<file path="config.mk">
export PLATFORM = sky130hd
export DESIGN_NAME = txhist_fifo
export DESIGN_NICKNAME = d
export VERILOG_FILES = /design/src/rtl/txhist_pkg.sv /design/src/rtl/txhist_store.sv /design/src/rtl/txhist_ctrl.sv /design/src/rtl/txhist_flags.sv /design/src/rtl/txhist_fifo.sv
export SDC_FILE = /design/constraint.sdc
export NUM_CORES = 1
export LEC_CHECK = 0
export ABC_AREA = 1
export BUFFER_PORTS_ARGS = -buffer_cell sky130_fd_sc_hd__buf_2
export CORE_MARGIN = 2
export CORE_UTILIZATION = 56
export CTS_BUF_LIST = sky130_fd_sc_hd__clkbuf_16
export DETAILED_ROUTE_END_ITERATION = 8
export PLACE_DENSITY = 0.77
export SETUP_SLACK_MARGIN = 0.05
export SLEW_MARGIN = 20
export SYNTH_ARGS = -nofsm -noshare
export SYNTH_HDL_FRONTEND = slang
export SYNTH_SLANG_ARGS = --single-unit
</file>
<file path="constraint.sdc">
create_clock -name clk -period 2.06 [get_ports clk]
set_input_delay 0 -clock clk [delete_from_list [all_inputs] [get_ports clk]]
set_output_delay 0 -clock clk [all_outputs]
set_load 0.05 [all_outputs]
</file>
<file path="src/rtl/txhist_pkg.sv">
package txhist_pkg;

    typedef enum logic [1:0] {
        ST_OFF   = 2'd0,
        ST_EMPTY = 2'd1,
        ST_PART  = 2'd2,
        ST_FULL  = 2'd3
    } hist_state_e;

    localparam int STAT_W    = 16;
    localparam int B_EMPTY   = 0;
    localparam int B_FULL    = 1;
    localparam int B_OVF     = 2;
    localparam int B_IRQ     = 3;
    localparam int CNT_LSB   = 8;
    localparam int CNT_FIELD = 4;

endpackage

</file>
<file path="src/rtl/txhist_store.sv">
module txhist_store #(
    parameter int DATA_W = 16,
    parameter int DEPTH  = 8
) (
    input  logic              clk,
    input  logic              rst_n,
    input  logic              flush,
    input  logic              wr_en,
    input  logic [DATA_W-1:0] wr_data,
    input  logic              rd_en,
    output logic [DATA_W-1:0] rd_data
);
    localparam int PTR_W = (DEPTH > 1) ? $clog2(DEPTH) : 1;
    localparam logic [PTR_W-1:0] LAST = PTR_W'(DEPTH - 1);

    logic [DATA_W-1:0] mem [DEPTH];
    logic [PTR_W-1:0]  wr_ptr;
    logic [PTR_W-1:0]  rd_ptr;

    function automatic logic [PTR_W-1:0] bump(input logic [PTR_W-1:0] p);
        return (p == LAST) ? '0 : p + 1'b1;
    endfunction

    always_ff @(posedge clk) begin
        if (wr_en) begin
            mem[wr_ptr] <= wr_data;
        end
    end

    always_ff @(posedge clk or negedge rst_n) begin
        if (!rst_n) begin
            wr_ptr <= '0;
            rd_ptr <= '0;
        end else if (flush) begin
            wr_ptr <= '0;
            rd_ptr <= '0;
        end else begin
            if (wr_en) wr_ptr <= bump(wr_ptr);
            if (rd_en) rd_ptr <= bump(rd_ptr);
        end
    end

    assign rd_data = mem[rd_ptr];

endmodule

</file>
<file path="src/rtl/txhist_ctrl.sv">
module txhist_ctrl
    import txhist_pkg::*;
#(
    parameter int DEPTH = 8,
    localparam int CNT_W = $clog2(DEPTH + 1)
) (
    input  logic             clk,
    input  logic             rst_n,
    input  logic             enable,
    input  logic             chan_rst,
    input  logic             push_valid,
    input  logic             pop_req,
    output logic             push_ok,
    output logic             pop_ok,
    output logic             drop,
    output logic             flush,
    output logic             st_full,
    output logic             st_empty,
    output logic [CNT_W-1:0] cnt
);
    localparam logic [CNT_W-1:0] CNT_MAX  = CNT_W'(DEPTH);
    localparam logic [CNT_W-1:0] CNT_LAST = CNT_W'(DEPTH - 1);

    hist_state_e st_q, st_d;
    logic        shut;
    logic        room;
    logic        holds;

    assign shut = chan_rst | ~enable;

    // state register
    always_ff @(posedge clk or negedge rst_n) begin
        if (!rst_n) st_q <= ST_OFF;
        else        st_q <= st_d;
    end

    // next state: transitions named in the brief
    always_comb begin
        st_d = st_q;
        unique case (st_q)
            ST_OFF: begin
                if (shut)         st_d = ST_OFF;    // GO_OFF
                else if (push_ok) st_d = ST_PART;   // FIRST
                else              st_d = ST_EMPTY;  // WAKE
            end
            ST_EMPTY: begin
                if (shut)         st_d = ST_OFF;    // GO_OFF
                else if (push_ok) st_d = ST_PART;   // FIRST
            end
            ST_PART: begin
                if (shut)
                    st_d = ST_OFF;                  // GO_OFF
                else if (push_ok && !pop_ok && cnt == CNT_LAST)
                    st_d = ST_FULL;                 // FILL
                else if (pop_ok && !push_ok && cnt == CNT_W'(1))
                    st_d = ST_EMPTY;                // DRAIN
            end
            ST_FULL: begin
                if (shut)        st_d = ST_OFF;     // GO_OFF
                else if (pop_ok) st_d = ST_PART;    // UNFILL
            end
            default: st_d = ST_OFF;
        endcase
    end

    // outputs decoded from state
    always_comb begin
        room     = 1'b1;
        holds    = 1'b0;
        st_full  = 1'b0;
        st_empty = 1'b1;
        unique case (st_q)
            ST_OFF, ST_EMPTY: begin
                room     = 1'b1;
                holds    = 1'b0;
                st_empty = 1'b1;
            end
            ST_PART: begin
                room     = 1'b1;
                holds    = 1'b1;
                st_empty = 1'b0;
            end
            ST_FULL: begin
                room     = 1'b0;
                holds    = 1'b1;
                st_full  = 1'b1;
                st_empty = 1'b0;
            end
            default: ;
        endcase
        push_ok = push_valid & ~shut & room;
        pop_ok  = pop_req & ~shut & holds;
        drop    = push_valid & ~shut & ~room;
        flush   = shut;
    end

    // unread-record counter
    always_ff @(posedge clk or negedge rst_n) begin
        if (!rst_n) begin
            cnt <= '0;
        end else if (shut) begin
            cnt <= '0;
        end else begin
            unique case ({push_ok, pop_ok})
                2'b10:   cnt <= (cnt == CNT_MAX) ? cnt : cnt + 1'b1;
                2'b01:   cnt <= cnt - 1'b1;
                default: cnt <= cnt;
            endcase
        end
    end

endmodule

</file>
<file path="src/rtl/txhist_flags.sv">
module txhist_flags (
    input  logic clk,
    input  logic rst_n,
    input  logic chan_rst,
    input  logic irq_event,
    input  logic drop,
    input  logic wr_en,
    input  logic wr_irq_bit,
    input  logic wr_ovf_bit,
    output logic irq_flag,
    output logic ovf_flag
);
    logic clr_irq;
    logic clr_ovf;

    assign clr_irq = wr_en & ~wr_irq_bit;
    assign clr_ovf = wr_en & ~wr_ovf_bit;

    always_ff @(posedge clk or negedge rst_n) begin
        if (!rst_n) begin
            irq_flag <= 1'b0;
            ovf_flag <= 1'b0;
        end else if (chan_rst) begin
            irq_flag <= 1'b0;
            ovf_flag <= 1'b0;
        end else begin
            if (irq_event)    irq_flag <= 1'b1;
            else if (clr_irq) irq_flag <= 1'b0;
            if (drop)         ovf_flag <= 1'b1;
            else if (clr_ovf) ovf_flag <= 1'b0;
        end
    end

endmodule

</file>
<file path="src/rtl/txhist_fifo.sv">
module txhist_fifo
    import txhist_pkg::*;
#(
    parameter int DATA_W = 16,
    parameter int DEPTH  = 8
) (
    input  logic              clk,
    input  logic              rst_n,
    input  logic              enable,
    input  logic              chan_rst,
    input  logic              push_valid,
    input  logic [DATA_W-1:0] push_data,
    input  logic              pop_req,
    output logic [DATA_W-1:0] pop_data,
    input  logic              irq_event,
    input  logic              wr_en,
    input  logic [15:0]       wr_data,
    output logic [15:0]       status
);
    localparam int CNT_W = $clog2(DEPTH + 1);

    logic             push_ok, pop_ok, drop, flush;
    logic             st_full, st_empty;
    logic [CNT_W-1:0] cnt;
    logic             irq_flag, ovf_flag;
    logic             unused_wr_bits;

    assign unused_wr_bits = ^{wr_data[15:4], wr_data[1:0]};

    txhist_ctrl #(.DEPTH(DEPTH)) u_ctrl (
        .clk        (clk),
        .rst_n      (rst_n),
        .enable     (enable),
        .chan_rst   (chan_rst),
        .push_valid (push_valid),
        .pop_req    (pop_req),
        .push_ok    (push_ok),
        .pop_ok     (pop_ok),
        .drop       (drop),
        .flush      (flush),
        .st_full    (st_full),
        .st_empty   (st_empty),
        .cnt        (cnt)
    );

    txhist_store #(.DATA_W(DATA_W), .DEPTH(DEPTH)) u_store (
        .clk     (clk),
        .rst_n   (rst_n),
        .flush   (flush),
        .wr_en   (push_ok),
        .wr_data (push_data),
        .rd_en   (pop_ok),
        .rd_data (pop_data)
    );

    txhist_flags u_flags (
        .clk        (clk),
        .rst_n      (rst_n),
        .chan_rst   (chan_rst),
        .irq_event  (irq_event),
        .drop       (drop),
        .wr_en      (wr_en),
        .wr_irq_bit (wr_data[B_IRQ]),
        .wr_ovf_bit (wr_data[B_OVF]),
        .irq_flag   (irq_flag),
        .ovf_flag   (ovf_flag)
    );

    always_comb begin
        status                              = '0;
        status[CNT_LSB +: CNT_FIELD]        = CNT_FIELD'(cnt);
        status[B_IRQ]                       = irq_flag;
        status[B_OVF]                       = ovf_flag;
        status[B_FULL]                      = st_full;
        status[B_EMPTY]                     = st_empty;
    end

endmodule

</file>
==> results_dict.tcl <==
set metrics [dict create \
    status "completed" \
    slowest_stage "dfrtp_4" \
    path_delay_family "buffers and inverters" \
    fin_nets 688 \
    max_cap_viol_count 0 \
    numClockSinks 142 \
    hold_viol 0 \
    tns_ns 0 \
    synth_top_cell_area_share_pct 62.8 \
    synthCells 547 \
    crit_cells 7 \
    dr.pass1.iters 6 \
    critPathKind "flop to output pin" \
    final-setup-viol-count 0 \
    syn-cell-area_um2 6120 \
    fmax_mhz 511 \
    area_growth_pct 22.2 \
    slew_violations 0 \
    synth_warnings 0 \
    r2r-end "u_flags.ovf_flag" \
    ctsRootBufferMaster "clkbuf_16" \
    p_leak_uw 0.00299 \
    crit_path_max_incr_delay_ns 0.56 \
    vias 4388 \
    timing.final.crit_share_pct 94.9 \
    synth_area_per_cell_um2 11.2 \
    reg2regPathDepth 4 \
    endpoint_kind "output pin" \
    critPathMaxFanout 20 \
    start_util_pct 56.9 \
    worstPathArrival_ns 1.96 \
    pin_count 72 \
    hp-class "input pin to async pin" \
    r2r-start "u_flags.ovf_flag" \
    post-route-util_pct 69.6 \
    grt-ovfl-total 0 \
    diodes 0 \
    grt_max_degree 45 \
    drtIter0Drc 398 \
    cts_tree "yes" \
    clock_latency_ns 0.42 \
    die_w_um 109 \
    cts_buffers 17 \
    fin_crit_ns 1.96 \
    wl_per_cell_um 17.0 \
    die_y_um 109 \
    gp_congestion 0.763 \
    drive_gt1_share_pct 17.2 \
    antenna_found_initial 0 \
    fp-row-count 38 \
    required_ns 2.06 \
    drc 0 \
    core_region_area_um2 10700 \
    ant_nets 0 \
    htree_num_levels 4 \
    startpoint_type "flop" \
    io_buffers 49 \
    endpoint "pop_data[9]" \
    grt_pass1_vias 4151 \
    grt_usage_pct 23.5 \
    path_cells "inv_2, buf_6, nor2_1, o21ai_1, nand2_1, nand2_1, clkbuf_4" \
    dp_hpwl_um 7400 \
    rsz0062_at_grt "no" \
    grt_pass1_wl_um 20200 \
    seq_area_frac_synth_pct 68.6 \
    finalNonFillerCells 792 \
    via_per_inst 5.54 \
    synthTopCellsByArea "edfxtp_1 (63%), nor2_1 (7.2%), dfrtp_1 (5.7%), nand2_1 (5.4%), o21ai_0 (4.5%)" \
    routed_wl_um 13400 \
    p_per_area_nw_per_um2 917 \
    finClkSkew_ns 0.00830 \
    r2r_slack_ns 0.24 \
    synth_seq_cells 142 \
    netlist.top_cell.by_area "edfxtp_1" \
    irDropWorstVdd_mv 0.564 \
    clkSlewWorstSetupHoldPaths_ns 0.06 \
    worst-path-buf-inv 3 \
    dieArea_um2 11800 \
    crit_start "u_store.rd_ptr[0]" \
    synth_cell_type_count 28 \
    cts_buffer_depth 2 \
    dp.cells 732 \
    cp_common_cell "nand2_1" \
]
[cell usage after synthesis]
cell        n
inv_1      27
edfxtp_1  128
buf_2      13
ha_1        9
o21ai_0    55
a22o_1      2
nand3_1     4
buf_4      14
o31ai_1     2
nand4_1     1
nand2_2     1
buf_12      3
nor2_1    118
dfrtp_1    14
o211ai_1    2
clkbuf_2    3
o22ai_1     1
o21ai_1    49
nor2_4      1
nand2_1    88
xor2_1      1
conb_1      1
a21oi_1     4
clkbuf_1    1
buf_6       1
a31oi_1     1
nand3_2     1
inv_2       2
[layer usage]
metal | share of wire, % | GRT usage [%] | up-vias
met4 | 1.7 | 10.3 | 0
met2 | 51 | 38.6 | 184
li1 | - | - | 2038
met3 | 6.4 | 5.00 | 25
met5 | 0 | 0 | -
met1 | 41 | 30.2 | 2141
[where the power goes]
part | switching, uW | total [uW] | leakage (uW) | internal, uW
clock network | 1150 | 3290 | 0.000320 | 2140
logic | 262 | 380 | 0.00132 | 118
registers | 14.5 | 3180 | 0.00134 | 3160
total | 1430 | 6850 | 0.00299 | 5430
[layout make-up]
type	instances	area (um2)
Sequential cell	142	4200
Fill cell	710	3270
Clock inverter	15	216
Multi-Input combinational cell	348	1580
Inverter	29	109
Timing Repair Buffer	101	773
Tap cell	140	175
Clock buffer	17	425
[flip-flops by register name (all words and copies together), names as in the netlist]
register,cells
u_ctrl.cnt,4
u_ctrl.st_q,2
u_flags.irq_flag,1
u_flags.ovf_flag,1
u_store.mem,128
u_store.rd_ptr,3
u_store.wr_ptr,3
[layout by cell type (no fill, tap or decap), types with 8 or more instances in the layout]
cell type	netlist	routed
inv_1	27	28
dfrtp_1	14	13
nor2_1	118	118
o21ai_1	49	50
dlygate4sd3_1	0	25
clkbuf_16	0	18
conb_1	1	8
o21ai_0	55	54
buf_2	13	42
edfxtp_1	128	128
ha_1	9	9
buf_4	14	22
nand2_1	88	88
[how the worst min path moves through the flow]
stage	startpoint	to	slack (ns)
3_5_place_dp	rst_n	u_ctrl.cnt[2]	-0.08
2_1_floorplan	rst_n	u_ctrl.cnt[0]	-0.30
6_report	rst_n	u_flags.irq_flag	0.02
3_3_place_gp	rst_n	u_ctrl.cnt[2]	-0.08
5_1_grt	rst_n	u_store.rd_ptr[2]	0.04
4_1_cts	rst_n	u_ctrl.cnt[0]	0.02
[through the flow]
step	instance area [um2]	worst slack (ns)	power (uW)	hold slack (ns)
finish	7480	0.104	6850	0.0199
global route	7480	0.0158	7030	0.0377
CTS	7410	0.0508	6850	0.0200
detailed placement	6510	0.388	3570	-0.0778
global placement	6510	0.441	3550	-0.0838
floorplan	6140	0.155	3480	-0.296
[timing repair]
item / in CTS / in global routing
endpoints found under the setup margin: 8 / 16
buffers inserted: 0 / 2
resized for setup: 4 / 9
pin swaps: 0 / 0
hold endpoints to repair: 150 / 0
gates cloned: 0 / 1
hold buffers: 25 / 0
[cell families after synthesis]
| kind of cell | count (synthesis) | synth area share [%] |
|---|---|---|
| AND/OR/NAND/NOR | 214 | 13.5 |
| buffers and inverters | 64 | 6.04 |
| XOR/XNOR | 1 | 0.143 |
| AO/OA/AOI/OAI | 116 | 9.82 |
| other | 1 | 0.0613 |
| adder cells (fa/ha/maj) | 9 | 1.84 |
| flip-flops | 142 | 68.6 |
No activity file was read; power rests on OpenSTA's default activity.
